### src/rtl/dtag_pkg.sv
package dtag_pkg;
   localparam int STATE_W = 5;
   localparam int CODE_W  = 3;

   localparam logic [STATE_W-1:0] RAW_INVALID = 5'h00;
   localparam logic [STATE_W-1:0] RAW_SHARED  = 5'h0F;
   localparam logic [STATE_W-1:0] RAW_NCX_CLN = 5'h13;
   localparam logic [STATE_W-1:0] RAW_NCX_DRT = 5'h19;
   localparam logic [STATE_W-1:0] RAW_CX_CLN  = 5'h16;
   localparam logic [STATE_W-1:0] RAW_CX_DRT  = 5'h1C;

   typedef enum logic [CODE_W-1:0] {
      ST_INVALID = 3'd0,
      ST_SHARED  = 3'd1,
      ST_NCX_CLN = 3'd2,
      ST_NCX_DRT = 3'd3,
      ST_CX_CLN  = 3'd4,
      ST_CX_DRT  = 3'd5,
      ST_ILLEGAL = 3'd7
   } dstate_e;
endpackage

### src/rtl/dtag_state_decode.sv
module dtag_state_decode
   import dtag_pkg::*;
(
   input  logic [STATE_W-1:0] raw_state,
   output logic [CODE_W-1:0]  code,
   output logic               legal
);
   dstate_e code_e;

   always_comb begin
      unique case (raw_state)
         RAW_INVALID: code_e = ST_INVALID;
         RAW_SHARED:  code_e = ST_SHARED;
         RAW_NCX_CLN: code_e = ST_NCX_CLN;
         RAW_NCX_DRT: code_e = ST_NCX_DRT;
         RAW_CX_CLN:  code_e = ST_CX_CLN;
         RAW_CX_DRT:  code_e = ST_CX_DRT;
         default:     code_e = ST_ILLEGAL;
      endcase
   end

   assign code  = code_e;
   assign legal = (code_e != ST_ILLEGAL);
endmodule

### src/rtl/dtag_range_parity.sv
module dtag_range_parity #(
   parameter int WORD_W = 64,
   parameter int HI     = 39,
   parameter int LO     = 26,
   parameter int PBIT   = 11
) (
   input  logic [WORD_W-1:0] word,
   output logic              mismatch
);
   localparam int SPAN = HI - LO + 1;

   generate
      if (HI >= WORD_W || LO < 0 || HI < LO || PBIT >= WORD_W ||
          (PBIT >= LO && PBIT <= HI)) begin : g_bad_cfg
         $error("dtag_range_parity: bad range or parity bit position");
      end
   endgenerate

   logic [SPAN-1:0] slice;
   assign slice    = word[HI:LO];
   assign mismatch = (^slice) ^ word[PBIT];
endmodule

### src/rtl/dtag_addr_form.sv
module dtag_addr_form #(
   parameter int TAG_W  = 64,
   parameter int PA_W   = 40,
   parameter int IDX_W  = 13,
   parameter int BANK_HI_BIT = 12,
   parameter int BANK_LO_BIT = 5,
   parameter int SET_LO = 6,
   parameter int SET_W  = 6
) (
   input  logic [TAG_W-1:0] tag_lo,
   input  logic [IDX_W-1:0] index,
   output logic [PA_W-1:0]  pa,
   output logic [1:0]       bank,
   output logic [SET_W-1:0] set_num
);
   generate
      if (PA_W <= IDX_W || PA_W > TAG_W) begin : g_bad_pa
         $error("dtag_addr_form: address width must exceed index width and fit the tag");
      end
      if (SET_LO + SET_W > IDX_W || BANK_HI_BIT >= IDX_W) begin : g_bad_idx
         $error("dtag_addr_form: bank or set field outside index");
      end
   endgenerate

   assign pa      = {tag_lo[PA_W-1:IDX_W], index};
   assign bank    = {index[BANK_HI_BIT], index[BANK_LO_BIT]};
   assign set_num = index[SET_LO +: SET_W];
endmodule

### src/rtl/dtag_state_check.sv
module dtag_state_check
   import dtag_pkg::*;
#(
   parameter int HI_W      = 32,
   parameter int LO_W      = 64,
   parameter int IDX_W     = 13,
   parameter int PA_W      = 40,
   parameter int STATE_LSB = 25,
   parameter int LRU_LSB   = 14,
   parameter int WAYS      = 4,
   parameter int PT1_HI    = 39,
   parameter int PT1_LO    = 26,
   parameter int PT1_PAR   = 11,
   parameter int PT0_HI    = 25,
   parameter int PT0_LO    = 13,
   parameter int PT0_PAR   = 10
) (
   input  logic              clk,
   input  logic              rst_n,
   input  logic              in_valid,
   input  logic [31:0]       tag_hi,
   input  logic [63:0]       tag_lo,
   input  logic [12:0]       line_index,
   output logic              out_valid,
   output logic              err_state,
   output logic              err_addr,
   output logic [2:0]        state_code,
   output logic [39:0]       phys_addr,
   output logic [7:0]        lru_order,
   output logic [1:0]        bank,
   output logic [5:0]        set_num
);
   localparam int WAY_W = $clog2(WAYS);
   localparam int LRU_W = WAYS * WAY_W;
   localparam int SET_W = 6;
   localparam int NPAR  = 2;

   generate
      if (HI_W != 32 || LO_W != 64 || IDX_W != 13 || PA_W != 40 || LRU_W != 8) begin : g_port_cfg
         $error("dtag_state_check: parameters disagree with port widths");
      end
      if (STATE_LSB + STATE_W > HI_W || LRU_LSB + LRU_W > HI_W) begin : g_field_cfg
         $error("dtag_state_check: field lies outside the upper tag word");
      end
   endgenerate

   logic [CODE_W-1:0] dec_code;
   logic              dec_legal;
   logic [NPAR-1:0]   par_bad;
   logic [PA_W-1:0]   pa_c;
   logic [1:0]        bank_c;
   logic [SET_W-1:0]  set_c;
   logic [LRU_W-1:0]  lru_c;

   dtag_state_decode u_decode (
      .raw_state (tag_hi[STATE_LSB +: STATE_W]),
      .code      (dec_code),
      .legal     (dec_legal)
   );

   dtag_range_parity #(.WORD_W(LO_W), .HI(PT1_HI), .LO(PT1_LO), .PBIT(PT1_PAR)) u_par_hi (
      .word     (tag_lo),
      .mismatch (par_bad[1])
   );

   dtag_range_parity #(.WORD_W(LO_W), .HI(PT0_HI), .LO(PT0_LO), .PBIT(PT0_PAR)) u_par_lo (
      .word     (tag_lo),
      .mismatch (par_bad[0])
   );

   dtag_addr_form #(.TAG_W(LO_W), .PA_W(PA_W), .IDX_W(IDX_W), .SET_W(SET_W)) u_addr (
      .tag_lo  (tag_lo),
      .index   (line_index),
      .pa      (pa_c),
      .bank    (bank_c),
      .set_num (set_c)
   );

   genvar w;
   generate
      for (w = 0; w < WAYS; w++) begin : g_lru
         assign lru_c[w*WAY_W +: WAY_W] = tag_hi[LRU_LSB + w*WAY_W +: WAY_W];
      end
   endgenerate

   always_ff @(posedge clk or negedge rst_n) begin
      if (!rst_n) begin
         out_valid  <= 1'b0;
         err_state  <= 1'b0;
         err_addr   <= 1'b0;
         state_code <= '0;
         phys_addr  <= '0;
         lru_order  <= '0;
         bank       <= '0;
         set_num    <= '0;
      end else begin
         out_valid <= in_valid;
         if (in_valid) begin
            err_state  <= !dec_legal;
            err_addr   <= dec_legal && (|par_bad);
            state_code <= dec_code;
            phys_addr  <= pa_c;
            lru_order  <= lru_c;
            bank       <= bank_c;
            set_num    <= set_c;
         end
      end
   end

   assert_valid_follows_R8: assert property (@(posedge clk) disable iff (!rst_n)
      in_valid |=> out_valid);
   assert_valid_drops_R8: assert property (@(posedge clk) disable iff (!rst_n)
      !in_valid |=> !out_valid);
   assert_hold_R8: assert property (@(posedge clk) disable iff (!rst_n)
      !in_valid |=> $stable(phys_addr) && $stable(state_code) && $stable(err_addr));
   assert_state_code_R2: assert property (@(posedge clk) disable iff (!rst_n)
      out_valid |-> (err_state == (state_code == 3'd7)));
   assert_masked_parity_R2: assert property (@(posedge clk) disable iff (!rst_n)
      out_valid |-> !(err_state && err_addr));
   assert_index_carry_R5: assert property (@(posedge clk) disable iff (!rst_n)
      in_valid |=> phys_addr[12:0] == $past(line_index));
   assert_bank_R7: assert property (@(posedge clk) disable iff (!rst_n)
      in_valid |=> bank == {$past(line_index[12]), $past(line_index[5])});
endmodule

### config.mk
export PLATFORM = sky130hd
export DESIGN_NAME = dtag_state_check
export DESIGN_NICKNAME = d
export VERILOG_FILES = /design/src/rtl/dtag_pkg.sv /design/src/rtl/dtag_state_decode.sv /design/src/rtl/dtag_range_parity.sv /design/src/rtl/dtag_addr_form.sv /design/src/rtl/dtag_state_check.sv
export SDC_FILE = /design/constraint.sdc
export NUM_CORES = 1
export LEC_CHECK = 0
export BUFFER_PORTS_ARGS = -buffer_cell sky130_fd_sc_hd__buf_2
export CAP_MARGIN = 20
export CELL_PAD_IN_SITES_DETAIL_PLACEMENT = 0
export CELL_PAD_IN_SITES_GLOBAL_PLACEMENT = 1
export CORE_MARGIN = 5
export CORE_UTILIZATION = 27
export CTS_CLUSTER_SIZE = 25
export DETAILED_ROUTE_END_ITERATION = 6
export PLACE_DENSITY = 0.85
export SLEW_MARGIN = 20
export SYNTH_ARGS = -nofsm -noshare
export SYNTH_HDL_FRONTEND = slang
export SYNTH_SLANG_ARGS = --single-unit
### constraint.sdc
create_clock -name clk -period 0.8 [get_ports clk]
set_input_delay 0.08 -clock clk [delete_from_list [all_inputs] [get_ports clk]]
set_output_delay 0.08 -clock clk [all_outputs]
set_load 0.01 [all_outputs]
# == Word level (Yosys, flattened, before mapping) ==
# Cells that the tools add are included.
# totals
ramBits,0
reg_bits,62
input_bits,112
word_cells,23
mem_count,0
output_inout_bits,62
latch_bits,0
mem_bits_ro,0
# op_classes
n_bitwise,2
reduce_logical,6
n_eq_ne,6
shift,0
n_addsub,0
div,0
n_mux,1
n_mul,0
order_cmp,0
# op_table
cell,n
== test 5 bit (second input constant),4
case mux 3 bit (6 select lines),1
parity 14 bit,1
parity 13 bit,1
== test 5 x 4 -> 1 bit (second input constant),1
logical NOT 5 bit,1
!= test 3 bit (second input constant),1
OR reduction 2 bit,1
XOR 1 bit,2
logical AND 1 bit,1
logical NOT 1 bit,1

# == Depth between registers and ports, before layout ==
# logic_depth
word_depth,4
mapped_depth,6
ltp_nobuf,5

# == Modules after synthesis ==
# A second synthesis with hierarchy kept.
# hier_totals
hier_cells,230
area_unflattened_um2,3393.3
# by_module_without_submodules
mod,cells_per_inst,seq_area_each_um2,n_inst,area_each_um2
dtag_state_check,133,1551.5,1,2586.2
dtag_addr_form,48,0.0,1,360.3
dtag_state_decode,27,0.0,1,185.2
dtag_range_parity (u_par_hi),11,0.0,1,137.6
dtag_range_parity (u_par_lo),11,0.0,1,123.9

# == Least setup slack after synthesis ==
# No wires, ideal clock.
# synth_path
path_type,input to register
from,input port tag_hi[26]
to,register err_state
setup_slack_ns,-0.500
path_buffers,1
required_time_ns,0.675
arrival_ns,1.175
setup_ns,0.125
cell_stages,5
cell_sequence,clkbuf_1 -> or4_1 -> a21oi_1 -> a21oi_1 -> mux2_2
# synth_between
elab_chain_cells,4
word_cells_on_any_way,9
cone_classes,6 x eq/ne; 1 x mux; 2 x reduce/logical
# synth_lines
element,line,source
from (decl),dtag_state_check.sv:21,"input logic [31:0] tag_hi,"
"== test 5 bit, or another cell as far along",dtag_state_decode.sv:11,unique case (raw_state)
case mux 3 bit (6 select lines) (*),dtag_state_decode.sv:11,
!= test 3 bit (*),dtag_state_decode.sv:23,assign legal = (code_e != ST_ILLEGAL);
logical NOT 1 bit (*),dtag_state_check.sv:99,err_state <= !dec_legal;
to (signal assigned),dtag_state_check.sv:99,
to (decl),dtag_state_check.sv:25,"output logic err_state,"
# Every way passes the cells marked *; elsewhere a longest branch is shown, timed or not.
# A chain may end at the register's enable or synchronous reset.

# == Worst setup path in the final report ==
# layout_path
from,input port tag_hi[27]
to,register err_addr
# layout_between
elab_chain_cells,4
word_cells_on_any_way,9
cone_classes,6 x eq/ne; 1 x mux; 2 x reduce/logical
# layout_lines
element,line,source
"== test 5 bit, or another cell as far along",dtag_state_decode.sv:11,
case mux 3 bit (6 select lines) (*),dtag_state_decode.sv:11,
!= test 3 bit (*),dtag_state_decode.sv:23,
logical AND 1 bit (*),dtag_state_check.sv:100,err_addr <= dec_legal && (|par_bad);
to (signal assigned),dtag_state_check.sv:100,
to (decl),dtag_state_check.sv:26,"output logic err_addr,"
# Marked as above.

==> summary.md <==
| Metric | Value |
|---|---|
| Run status | `complete, but fails checks` |
| Failing checks | `negative setup slack` |
| Largest net degree at the start of global routing | `55` |
| Area grow syn2layout | `53.7%` |
| Worst-skew pair later-pin latency | `0.29 ns` |
| Detailed-route DRC error count | `0` |
| GRT Total Usage | `11.1%` |
| Commonest non-fill, non-tap cell in the layout | `buf_2` |
| First-pass GRT wire length | `10000 um` |
| Synth warnings | `0` |
| DPL Wire Length | `4560 um` |
| Sequential share of the synthesized area | `55.1%` |
| Port bufs | `119` |
| Final hold violation count | `0` |
| DR pass1 iterations | `4` |
| CTS H-tree depth | `2` |
| Worst setup margin | `-0.230 ns` |
| Cell family with most CP delay | `simple AND/OR/NAND/NOR gates` |
| Layout Cells excl Fill | `429` |
| Clock root buffer | `clkbuf_8` |
| Least-Margin Pin Slew | `0.292 ns` |
| Yosys reg bits | `54` |
| Post-Route WL | `6190 um` |
| P per Cell Area | `1740 mW/mm2` |
| Layout net count | `432` |
| Post-synth EDFFs | `0` |
| Hold path endpoint | `lru_order[7]$_DFFE_PN0P_` |
| Clock period minus worst slack | `1.03 ns` |
| Worst r2r dst | `lru_order[7]$_DFFE_PN0P_` |
| WP data arrival | `1.25 ns` |
| Antenna violations before repair | `0` |
| Initial DRC Count | `30` |
| Final setup violation count | `72` |
| Die H | `105 um` |
| Clk buf depth | `2` |
| Mapped Cells | `174` |
| Final clock skew | `0 ns` |
| Area of the multi-input gates | `0.00108 mm2` |
| CP Class | `input pin to flip-flop` |
| Critical path buffers and inverters | `2` |
| Achievable clock frequency | `0.971 GHz` |
| ANT nets after route | `0` |
| Cell variety after synth | `21` |
| Vias in the first global route | `2045` |
| Fill count | `823` |
| Setup TNS | `-7.92 ns` |
| Slew Viols, Final | `0` |
| Setup crit start | `tag_hi[27]` |
| Top-area cell type share of the netlist area | `55.1%` |
| Worst path max stage delay | `0.55 ns` |
| Top_reg_cell synth | `dfrtp_1` |
| Post-synth top area cell | `dfrtp_1` |
| Worst Reg-to-Reg Cells | `2` |
| Syn avg cell area | `14.1 um2` |
| Commonest cells after routing, fill and taps aside | `100 x buf_2, 54 x dfrtp_1, 45 x mux2_2` |
| CP required | `1.02 ns` |
| Tightest Hold Check Type | `input pin to flip-flop` |
| Clock sinks | `54` |
| Hold path cells | `2` |
| CP Capture Type | `flip-flop` |
| DR vias/cell | `4.36` |
| Synthesized Nets | `286` |
| Post-Syn Area | `0.00245 mm2` |
| Worst-path clk slew | `0.09 ns` |
| Number of max-cap violations | `0` |
| Vias | `1869` |
| Ant. Diodes | `0` |
| Worst VDD drop | `0.791 mV` |
| CP dominant cell by count | `a21oi_2` |
| Reg-to-reg startpoint | `lru_order[7]$_DFFE_PN0P_` |
| Register area | `0.00135 mm2` |
| FP Rows | `34` |
| Routability cong. | `0.746` |
| Crit share post-route | `129%` |
| Crit Path Max Fanout | `2` |
| Max transition margin | `80.5%` |
| RSZ-0062 raised after global routing | `true` |
| Leakage | `1.79 nW` |
| Hold slack | `0.0129 ns` |
| Total CTS buffers | `5` |
| Crit start category | `input pin` |
| Full die area | `0.0111 mm2` |
| Ys async rst share | `100%` |
| Worst R2R Setup Slack | `-0.09 ns` |
| Critical path cell sequence | `buf_6, or4_4, a21oi_2, a21oi_2, buf_4, o31ai_2` |
| TritonCTS clock tree | `done` |
| Slowest-stage cell, CP | `or4_4` |
| IO Count | `174` |
| Chip width | `105 um` |
| Initial Utilization | `27.8%` |
| Wire per inst | `14.4 um` |
| Placed Cells | `396` |
| Hold path start | `tag_hi[21]` |
| Core ar. | `0.00881 mm2` |
| Overflow after GRT | `0` |
| Fraction of layout cells with a size suffix above 1 | `64.5%` |
| Synth top area cells | `dfrtp_1 55%, mux2_2 24%, xnor2_1 6.1%` |
## through the flow
| step | worst slack, ns | util (%) | cell area, um2 | total power [mW] |
|---|---|---|---|---|
| floorplan | -0.445 | - | 2590 | 4.17 |
| global placement | -0.579 | 36.8 | 3240 | 4.76 |
| detailed placement | -0.584 | 36.8 | 3240 | 4.80 |
| CTS | -0.203 | 41.2 | 3630 | 6.60 |
| global route | -0.279 | 42.8 | 3770 | 6.96 |
| finish | -0.230 | 42.8 | 3770 | 6.58 |
## flip-flops by register name (all words and copies together) (netlist names)
signal,count
err_addr,1
err_state,1
lru_order,8
out_valid,1
phys_addr,40
state_code,3
## power by group
group          switching, mW  internal (mW)  total [mW]
clock                  0.865          0.701        1.57
combinational          0.749           1.10        1.85
sequential             0.160           3.00        3.16
## how the worst max path moves through the flow
stage	slack (ns)	cells after the start	endpoint
global route	-0.28	6	err_addr$_DFFE_PN0P_
global placement	-0.58	6	err_addr$_DFFE_PN0P_
CTS	-0.20	6	err_addr$_DFFE_PN0P_
detailed placement	-0.58	6	err_addr$_DFFE_PN0P_
finish	-0.23	6	err_addr$_DFFE_PN0P_
floorplan	-0.44	5	state_code[2]$_DFFE_PN0P_
## repair_timing
action / 4_1_cts / 5_1_grt
endpoints found under the setup margin: 67 / 76
buffers inserted: 6 / 0
gates resized for setup: 14 / 25
pin swaps: 8 / 1
hold buffers: 18 / 1
hold endpoints to repair: 71 / 1
## final cells by class
cell class / count / share of cell area, %
Clock inverter: 1 / 0.133
Timing Repair Buffer: 156 / 29.3
Inverter: 1 / 0.0996
Sequential cell: 54 / 35.8
Clock buffer: 7 / 2.29
Multi-Input combinational cell: 102 / 28.7
Tap cell: 108 / 3.58
## cells by family after synthesis
logic type	synth area share, %
DFF	55.1
muxes	23.9
xor gates and xnor gates	11.4
buffers and inverters	3.98
and+or+nand+nor	3.21
AOI/OAI and AO/OA	2.45
## metal layers
metal / vias up / part of all wire, % / track usage (%)
met4: 0 / 0.97 / 2.91
li1: 881 / - / -
met2: 71 / 52 / 19.9
met3: 6 / 7.0 / 3.00
met1: 911 / 40 / 13.0
met5: - / 0 / 0
## synth_stat cells, types with 2 or more instances
library cell and instances:
xor2_1 2, xnor3_1 5, dfrtp_1 54, clkbuf_1 8, a21oi_1 7, nand2_1 3
nor2_1 7, mux2_2 52, xnor2_1 17, buf_4 8
No activity file was read; power rests on OpenSTA's default activity.
